--- src/rtl/sram_seq_pkg.sv ---
package sram_seq_pkg;

    typedef enum logic [2:0] {
        PH_IDLE,
        PH_W_SETUP,
        PH_W_PULSE,
        PH_W_HOLD,
        PH_R_ACCESS
    } phase_e;

    function automatic int max_of4(int a, int b, int c, int d);
        int m;
        m = a;
        if (b > m) m = b;
        if (c > m) m = c;
        if (d > m) m = d;
        return m;
    endfunction

endpackage

--- src/rtl/sram_seq_timer.sv ---
module sram_seq_timer #(
    parameter int CNT_W = 3
) (
    input  logic             clk,
    input  logic             rst_n,
    input  logic             load,
    input  logic [CNT_W-1:0] load_val,
    output logic             zero
);

    typedef struct packed {
        logic [CNT_W-1:0] cnt;
    } tmr_t;

    tmr_t tmr_d, tmr_q;

    always_comb begin
        tmr_d = tmr_q;
        if (load) begin
            tmr_d.cnt = load_val;
        end else if (tmr_q.cnt != '0) begin
            tmr_d.cnt = tmr_q.cnt - 1'b1;
        end
    end

    always_ff @(posedge clk or negedge rst_n) begin
        if (!rst_n) tmr_q <= '0;
        else        tmr_q <= tmr_d;
    end

    assign zero = (tmr_q.cnt == '0);

    AST_TMR_COUNTS_DOWN: assert property (@(posedge clk) disable iff (!rst_n)
        !load && !zero |=> (tmr_q.cnt == $past(tmr_q.cnt) - 1'b1));

endmodule

--- src/rtl/sram_seq_pins.sv ---
module sram_seq_pins
    import sram_seq_pkg::*;
#(
    parameter int ADDR_W = 8,
    parameter int DATA_W = 16
) (
    input  logic              clk,
    input  logic              rst_n,
    input  phase_e            phase_nxt,
    input  logic              load,
    input  logic [ADDR_W-1:0] addr_in,
    input  logic [DATA_W-1:0] wdata_in,
    output logic [ADDR_W-1:0] mem_addr,
    output logic              mem_en,
    output logic              mem_rw,
    output logic [DATA_W-1:0] mem_wdata,
    output logic              mem_wdata_oe
);

    typedef struct packed {
        logic [ADDR_W-1:0] addr;
        logic [DATA_W-1:0] wdata;
        logic              en;
        logic              rw;
        logic              oe;
    } pins_t;

    pins_t pins_d, pins_q;

    always_comb begin
        pins_d = pins_q;
        if (load) begin
            pins_d.addr  = addr_in;
            pins_d.wdata = wdata_in;
        end
        pins_d.en = (phase_nxt != PH_IDLE);
        pins_d.rw = (phase_nxt != PH_W_PULSE);
        pins_d.oe = (phase_nxt == PH_W_PULSE) || (phase_nxt == PH_W_HOLD);
    end

    always_ff @(posedge clk or negedge rst_n) begin
        if (!rst_n) begin
            pins_q      <= '0;
            pins_q.rw   <= 1'b1;
        end else begin
            pins_q <= pins_d;
        end
    end

    assign mem_addr     = pins_q.addr;
    assign mem_wdata    = pins_q.wdata;
    assign mem_en       = pins_q.en;
    assign mem_rw       = pins_q.rw;
    assign mem_wdata_oe = pins_q.oe;

    AST_RW_LOW_DRIVES_DATA: assert property (@(posedge clk) disable iff (!rst_n)
        !mem_rw |-> mem_wdata_oe && mem_en);
    AST_ADDR_HELD_WHILE_EN: assert property (@(posedge clk) disable iff (!rst_n)
        $past(mem_en) && mem_en |-> $stable(mem_addr));
    AST_DATA_HELD_WHILE_OE: assert property (@(posedge clk) disable iff (!rst_n)
        $past(mem_wdata_oe) && mem_wdata_oe |-> $stable(mem_wdata));
    AST_RW_RISE_KEEPS_OE: assert property (@(posedge clk) disable iff (!rst_n)
        $rose(mem_rw) && mem_en |-> mem_wdata_oe);

endmodule

--- src/rtl/sram_seq_rdcap.sv ---
module sram_seq_rdcap #(
    parameter int DATA_W = 16
) (
    input  logic              clk,
    input  logic              rst_n,
    input  logic              capture,
    input  logic [DATA_W-1:0] din,
    output logic [DATA_W-1:0] dout
);

    typedef struct packed {
        logic [DATA_W-1:0] word;
    } cap_t;

    cap_t cap_d, cap_q;

    always_comb begin
        cap_d = cap_q;
        if (capture) cap_d.word = din;
    end

    always_ff @(posedge clk or negedge rst_n) begin
        if (!rst_n) cap_q <= '0;
        else        cap_q <= cap_d;
    end

    assign dout = cap_q.word;

endmodule

--- src/rtl/sram_seq.sv ---
module sram_seq
    import sram_seq_pkg::*;
#(
    parameter int ADDR_W     = 8,
    parameter int DATA_W     = 16,
    parameter int T1_CYC     = 2,
    parameter int T2_CYC     = 3,
    parameter int T3_CYC     = 1,
    parameter int ACCESS_CYC = 4
) (
    input  logic              clk,
    input  logic              rst_n,
    input  logic              req_valid,
    input  logic              req_write,
    input  logic [ADDR_W-1:0] req_addr,
    input  logic [DATA_W-1:0] req_wdata,
    output logic              busy,
    output logic              done,
    output logic [DATA_W-1:0] rd_data,
    output logic [ADDR_W-1:0] mem_addr,
    output logic              mem_en,
    output logic              mem_rw,
    output logic [DATA_W-1:0] mem_wdata,
    output logic              mem_wdata_oe,
    input  logic [DATA_W-1:0] mem_rdata
);

    localparam int MAX_T = max_of4(T1_CYC, T2_CYC, T3_CYC, ACCESS_CYC);
    localparam int CNT_W = (MAX_T > 1) ? $clog2(MAX_T) : 1;
    localparam logic [CNT_W-1:0] LD_T1  = CNT_W'(T1_CYC - 1);
    localparam logic [CNT_W-1:0] LD_T2  = CNT_W'(T2_CYC - 1);
    localparam logic [CNT_W-1:0] LD_T3  = CNT_W'(T3_CYC - 1);
    localparam logic [CNT_W-1:0] LD_ACC = CNT_W'(ACCESS_CYC - 1);

    typedef struct packed {
        phase_e phase;
        logic   done;
    } seq_t;

    seq_t             seq_d, seq_q;
    logic             tmr_load;
    logic [CNT_W-1:0] tmr_val;
    logic             tmr_zero;
    logic             accept;
    logic             capture;

    always_comb begin
        seq_d      = seq_q;
        seq_d.done = 1'b0;
        tmr_load   = 1'b0;
        tmr_val    = '0;
        accept     = 1'b0;
        capture    = 1'b0;
        unique case (seq_q.phase)
            PH_IDLE: begin
                if (req_valid) begin
                    accept   = 1'b1;
                    tmr_load = 1'b1;
                    if (req_write) begin
                        seq_d.phase = PH_W_SETUP;
                        tmr_val     = LD_T1;
                    end else begin
                        seq_d.phase = PH_R_ACCESS;
                        tmr_val     = LD_ACC;
                    end
                end
            end
            PH_W_SETUP: begin
                if (tmr_zero) begin
                    seq_d.phase = PH_W_PULSE;
                    tmr_load    = 1'b1;
                    tmr_val     = LD_T2;
                end
            end
            PH_W_PULSE: begin
                if (tmr_zero) begin
                    seq_d.phase = PH_W_HOLD;
                    tmr_load    = 1'b1;
                    tmr_val     = LD_T3;
                end
            end
            PH_W_HOLD: begin
                if (tmr_zero) begin
                    seq_d.phase = PH_IDLE;
                    seq_d.done  = 1'b1;
                end
            end
            PH_R_ACCESS: begin
                if (tmr_zero) begin
                    seq_d.phase = PH_IDLE;
                    seq_d.done  = 1'b1;
                    capture     = 1'b1;
                end
            end
            default: seq_d.phase = PH_IDLE;
        endcase
    end

    always_ff @(posedge clk or negedge rst_n) begin
        if (!rst_n) begin
            seq_q.phase <= PH_IDLE;
            seq_q.done  <= 1'b0;
        end else begin
            seq_q <= seq_d;
        end
    end

    assign busy = (seq_q.phase != PH_IDLE);
    assign done = seq_q.done;

    sram_seq_timer #(.CNT_W(CNT_W)) u_timer (
        .clk      (clk),
        .rst_n    (rst_n),
        .load     (tmr_load),
        .load_val (tmr_val),
        .zero     (tmr_zero)
    );

    sram_seq_pins #(.ADDR_W(ADDR_W), .DATA_W(DATA_W)) u_pins (
        .clk          (clk),
        .rst_n        (rst_n),
        .phase_nxt    (seq_d.phase),
        .load         (accept),
        .addr_in      (req_addr),
        .wdata_in     (req_wdata),
        .mem_addr     (mem_addr),
        .mem_en       (mem_en),
        .mem_rw       (mem_rw),
        .mem_wdata    (mem_wdata),
        .mem_wdata_oe (mem_wdata_oe)
    );

    sram_seq_rdcap #(.DATA_W(DATA_W)) u_rdcap (
        .clk     (clk),
        .rst_n   (rst_n),
        .capture (capture),
        .din     (mem_rdata),
        .dout    (rd_data)
    );

    AST_DONE_SINGLE: assert property (@(posedge clk) disable iff (!rst_n)
        done |=> !done);
    AST_DONE_NOT_BUSY: assert property (@(posedge clk) disable iff (!rst_n)
        done |-> !busy);
    AST_BUSY_REQ_IGNORED: assert property (@(posedge clk) disable iff (!rst_n)
        busy && req_valid |=> $stable(mem_addr) && $stable(mem_wdata));
    AST_IDLE_PINS_QUIET: assert property (@(posedge clk) disable iff (!rst_n)
        !busy |-> !mem_en && mem_rw && !mem_wdata_oe);
    AST_RDDATA_ONLY_ON_DONE: assert property (@(posedge clk) disable iff (!rst_n)
        !$stable(rd_data) |-> done);
    AST_EN_WHILE_BUSY: assert property (@(posedge clk) disable iff (!rst_n)
        busy |-> mem_en);

endmodule

--- config.mk ---
export PLATFORM = sky130hd
export DESIGN_NAME = sram_seq
export DESIGN_NICKNAME = d
export VERILOG_FILES = /design/src/rtl/sram_seq_pkg.sv /design/src/rtl/sram_seq_timer.sv /design/src/rtl/sram_seq_pins.sv /design/src/rtl/sram_seq_rdcap.sv /design/src/rtl/sram_seq.sv
export SDC_FILE = /design/constraint.sdc
export NUM_CORES = 1
export LEC_CHECK = 0
export CORE_MARGIN = 2
export CORE_UTILIZATION = 40
export CTS_BUF_LIST = sky130_fd_sc_hd__clkbuf_4 sky130_fd_sc_hd__clkbuf_8 sky130_fd_sc_hd__clkbuf_16
export DETAILED_ROUTE_END_ITERATION = 10
export GPL_TIMING_DRIVEN = 0
export PLACE_DENSITY_LB_ADDON = 0.12
export SLEW_MARGIN = 20
export SYNTH_ARGS = -nofsm -noshare
export SYNTH_HDL_FRONTEND = slang
export SYNTH_SLANG_ARGS = --single-unit
export TNS_END_PERCENT = 100
--- constraint.sdc ---
create_clock -name clk -period 2.69 [get_ports clk]
set_input_delay 0.269 -clock clk [delete_from_list [all_inputs] [get_ports clk]]
set_output_delay 0.269 -clock clk [all_outputs]
set_load 0.1 [all_outputs]
* Yosys cells after proc, flatten, opt, wreduce, memory -nomap -nowiden
Cells that the tools add are included.
Storage, ports and cells: flip-flop bits (word level) 49, bits in latches 0, bits in writable memories 0, memory bits (read-only) 0, input bits 44, output and inout port bits 45, logic and storage cells 44, memories kept 0
Cells by class: add/subtract/negate cells 1, multiply operators 0, div/mod/pow operators 0, $lt $le $gt $ge 0, equal/unequal tests 7, shift operators 0, muxes and demuxes 18, bitwise logic cells 0, reduce and logical (&&, ||, !) cells 9
Operator list (number):
- == test 3 x 2 -> 1 bit (second input constant) | 4
- 2-to-1 mux 3 bit | 4
- one-hot mux 3 bit (4 select lines) | 1
- 2-to-1 mux 2 bit | 5
- nonzero test 3 bit | 2
- 2-to-1 mux 1 bit | 5
- 2-to-1 mux 4 bit | 1
- one-hot mux 2 bit (2 select lines) | 1
- nonzero test 2 bit | 2
- OR reduction 2 bit | 2
- == test 3 x 1 -> 1 bit (second input constant) | 1
- == test 3 bit (second input constant) | 1
- logical NOT 3 bit | 1
- != test 3 x 2 -> 1 bit (second input constant) | 1
- logical NOT 2 bit | 1
- one-hot mux 1 bit (2 select lines) | 1
- subtractor 2 x 1 -> 2 bit (second input constant) | 1
- logical OR 1 bit | 1

* Logic depth before layout (Yosys ltp)
word-level depth 5, mapped depth 6

* Cells and area by module
From an unflattened synthesis, not the netlist that was laid out.
Second synthesis, totals: cell total of the unflattened synthesis 133, area, all modules 2137.0 um2
Modules (own cells, without submodules):
- sram_seq_pins | times used 1, cells each 57, area an instance 1094.8 um2, seq. area each 676.9 um2
- sram_seq_rdcap | times used 1, cells each 34, area an instance 649.4 um2, seq. area each 400.4 um2
- sram_seq | times used 1, cells each 30, area an instance 279.0 um2, seq. area each 100.1 um2
- sram_seq_timer | times used 1, cells each 12, area an instance 113.9 um2, seq. area each 50.0 um2

* Worst setup path after synthesis
Ideal clock, no wire load.
path type register to register, from register seq_q[2] (netlist bit), to register u_pins.pins_q (netlist bit u_pins.mem_addr[0]), library setup time 0.125 ns, data arrival time 1.577 ns, data required time 2.565 ns, setup slack 0.987 ns, cell stages (with the launch flop) 5, buffers on the path 1, clock period less this slack 1.703 ns, path through dfrtp_1 > or3_4 > nor2_8 > buf_12 > mux2_2
On the way: word-level cells in the longest chain between the ends 2
Ends and longest elaborated chain:
- from (decl) | RTL line sram_seq.sv:40 | seq_t seq_d, seq_q;
- from (signal assigned) | RTL line sram_seq.sv:104 | seq_q <= seq_d;
- logical NOT 3 bit | RTL line sram_seq.sv:54 | unique case (seq_q.phase)
- 2-to-1 mux 1 bit | RTL line sram_seq.sv:54
- to (signal assigned) | RTL line sram_seq_pins.sv:46 | pins_q <= pins_d;
- to (decl) | RTL line sram_seq_pins.sv:28 | pins_t pins_d, pins_q;
No other way between the ends. A chain may end at the register's enable or synchronous reset.

* Worst setup path in the final report
from register seq_q[3] (netlist bit), to output port busy
On the way: word-level cells in the longest chain between the ends 1
Ends and longest elaborated chain:
- nonzero test 3 bit | RTL line sram_seq.sv:108 | assign busy = (seq_q.phase != PH_IDLE);
- to (decl) | RTL line sram_seq.sv:17 | output logic busy,
No other way between the ends.

==> qor.csv <==
stage;metric;value;unit
floorplanning;die_h;76.6;µm
floorplanning;fp.coreArea;5110;µm²
routing;routed_via_density;4.69;
synth;ys_ff_latch;49;
floorplanning;std_cell_rows;26;
grt;track_usage;0.165;
cells_and_area;fin_nets;278;
sta;hold_viol_final;0;
setup_path;crit_end;busy;
setup_path;endpoint_kind;output pin;
setup_path;timing.rr.start;seq_q[3];
synth;syn_area;2110;µm²
synth;synth_edf_count;0;
sta;grt_setup_unrepaired;no;
clocking;postCtsSetupBuffers;0;
sta;setup_viol;0;
setup_path;ff2ff_path_depth;4;
synth;synth_fp_nets;181;
placed_design;port_buffers;88;
grt;antenna_found_initial;0;
synth;yosysTopAreaCellShare;0.570;
floorplanning;die_area;5860;µm²
synth;synth_area_leader_cell;dfrtp_1;
setup_path;worstPathRequired;2420;ps
routing;postRouteAntennaNets;0;
routing;vias;1425;
clocking;htreeDepth;2;
setup_path;crit-reg2reg-capture;u_pins.mem_wdata[13];
routing;avgRoutedWirePerCell;15.2;µm
routing;dr.pass1.iters;4;
cells_and_area;diodes;0;
routing;drt-initial-drc-count;40;
synth;synthArstFlopShare;1.00;
synth;ys_seq_area_frac;0.583;
sta;clock.fmax;420;MHz
sta;fin_crit;2380;ps
synth;ys.flop_type;dfrtp_1;
cells_and_area;drive_gt1_frac;0.274;
grt;grt_start_max_net_pins;35;
clocking;worstSkewPairLatency;290;ps
placed_design;dp.final_hpwl;3460;µm
sta;slew_viol_final;0;
clocking;cts_buffer_depth;2;
run_status;status;finished, final reports clean;
cells_and_area;areaGrowthSynthToFinish;52.9;%
sta;post-route-period-util;0.885;
floorplanning;start_util;0.413;
clocking;cts_resized;0;
routing;wl;4620;µm
clocking;clkSinkCount;49;
clocking;cts-root-buf;clkbuf_8;
synth;yosysMostFrequentCell;dfrtp_1;
cells_and_area;nFillCells;409;
synth;synth_top_cells_by_area;dfrtp_1 (57%), mux2_4 (14%), mux2_2 (11%);
synth;ys_types;32;
setup_path;crit_path_start_kind;flip-flop;
clocking;holdBufCountCts;1;
sta;tightest_slew;994;ps
synth;syn_avg_cell_area;15.5;µm²
sta;max_slew_margin;0.335;
clocking;numCtsBuffers;5;
grt;grt_pass1_wl;7470;µm
setup_path;rrSetupSlack;1080;ps
sta;skew;2.48;ps
cells_and_area;register_area;1230;µm²
setup_path;critPathKind;reg -> out;
floorplanning;die_w;76.6;µm
clocking;clk_transition_reported_paths;80;ps
synth;syn_inst;136;
sta;tns;0;ps
hold_path;min_path_type;in -> async;
setup_path;arrival;2110;ps
placed_design;gp_congestion;0.822;
floorplanning;io_pins;89;
routing;drc;0;
synth;yosysWarnings;0;
run;cap_viol_max_count;0;
grt;gr-total-overflow;0;
clocking;cts_tree;yes;
grt;first_global_vias;1524;
setup_path;critPathLaunch;seq_q[3];
synth;synthTopCellsByCount;dfrtp_1 (48), mux2_2 (20), mux2_4 (20), a21oi_1 (6), nor2_1 (5);
setup_path;worst-path-max-fanout;5;
cells_and_area;multi_input_area;774;µm²
==> worst min-delay path by stage <==
stage	to	slack (ps)	cells past startpoint
final	u_rdcap.dout[7]	430	2
after floorplan	done	-30	0
after CTS	u_rdcap.dout[10]	430	2
after detailed placement	u_rdcap.dout[10]	210	1
after global placement	u_rdcap.dout[4]	490	1
after global routing	u_rdcap.dout[10]	440	2
==> kinds of logic after synthesis <==
kind of cell / after synthesis / synth area share
compound gates: 14 / 0.0463
simple gates: 19 / 0.0612
flops: 49 / 0.583
fa+ha+maj: 1 / 0.00594
buf+inv: 12 / 0.0499
mux: 41 / 0.254
==> routing by layer <==
layer,GRT usage,part of all wire,vias up
li1,-,-,667
met3,0.0450,0.047,2
met1,0.190,0.42,704
met2,0.296,0.53,52
met4,0.0491,0.0050,0
met5,0,0,-
==> state kept, by name (all words and copies together) (netlist names) <==
| name | count |
|---|---|
| u_pins.mem_addr | 8 |
| seq_q | 3 |
| u_timer.tmr_q | 2 |
| u_rdcap.dout | 16 |
| done | 1 |
| u_pins.mem_wdata_oe | 1 |
| u_pins.mem_rw | 1 |
| u_pins.mem_wdata | 16 |
| u_pins.mem_en | 1 |
==> worst max-delay path: stages (launching register included) <==
cell	delay, ps
dfrtp_1	440
or3_4	380
clkdlybuf4s50_1	990
==> placed cells by master (no fill, tap or decap), types with 4 or more instances in the layout <==
master / count
nand2_1: 4
clkdlybuf4s50_1: 87
a21oi_1: 6
mux2_2: 20
nor2_1: 5
dfrtp_1: 48
mux2_4: 20
clkbuf_8: 6
inv_1: 4
==> per-stage QoR <==
step	cell area (µm²)	setup WS [ps]	utilization	std cells	hold WS, ps
floorplan	2110	987	-	136	-26.6
global placement	3080	83.9	0.602	294	490
detailed placement	3090	619	0.605	295	207
CTS	3220	280	0.631	304	425
global route	3220	248	0.631	304	441
finish	3220	309	0.631	304	426
==> layout make-up <==
cell class | instances | share of cell area
sequential | 49 | 0.381
timing repair buffer | 90 | 0.281
multi-input combinational | 75 | 0.240
clock buffer | 7 | 0.0280
buffer | 8 | 0.0280
tap | 70 | 0.0272
clock inverter | 1 | 0.00932
inverter | 4 | 0.00466
Power is not shown: default switching activity piles up to over one toggle a cycle in this logic, so the estimate is an artifact.
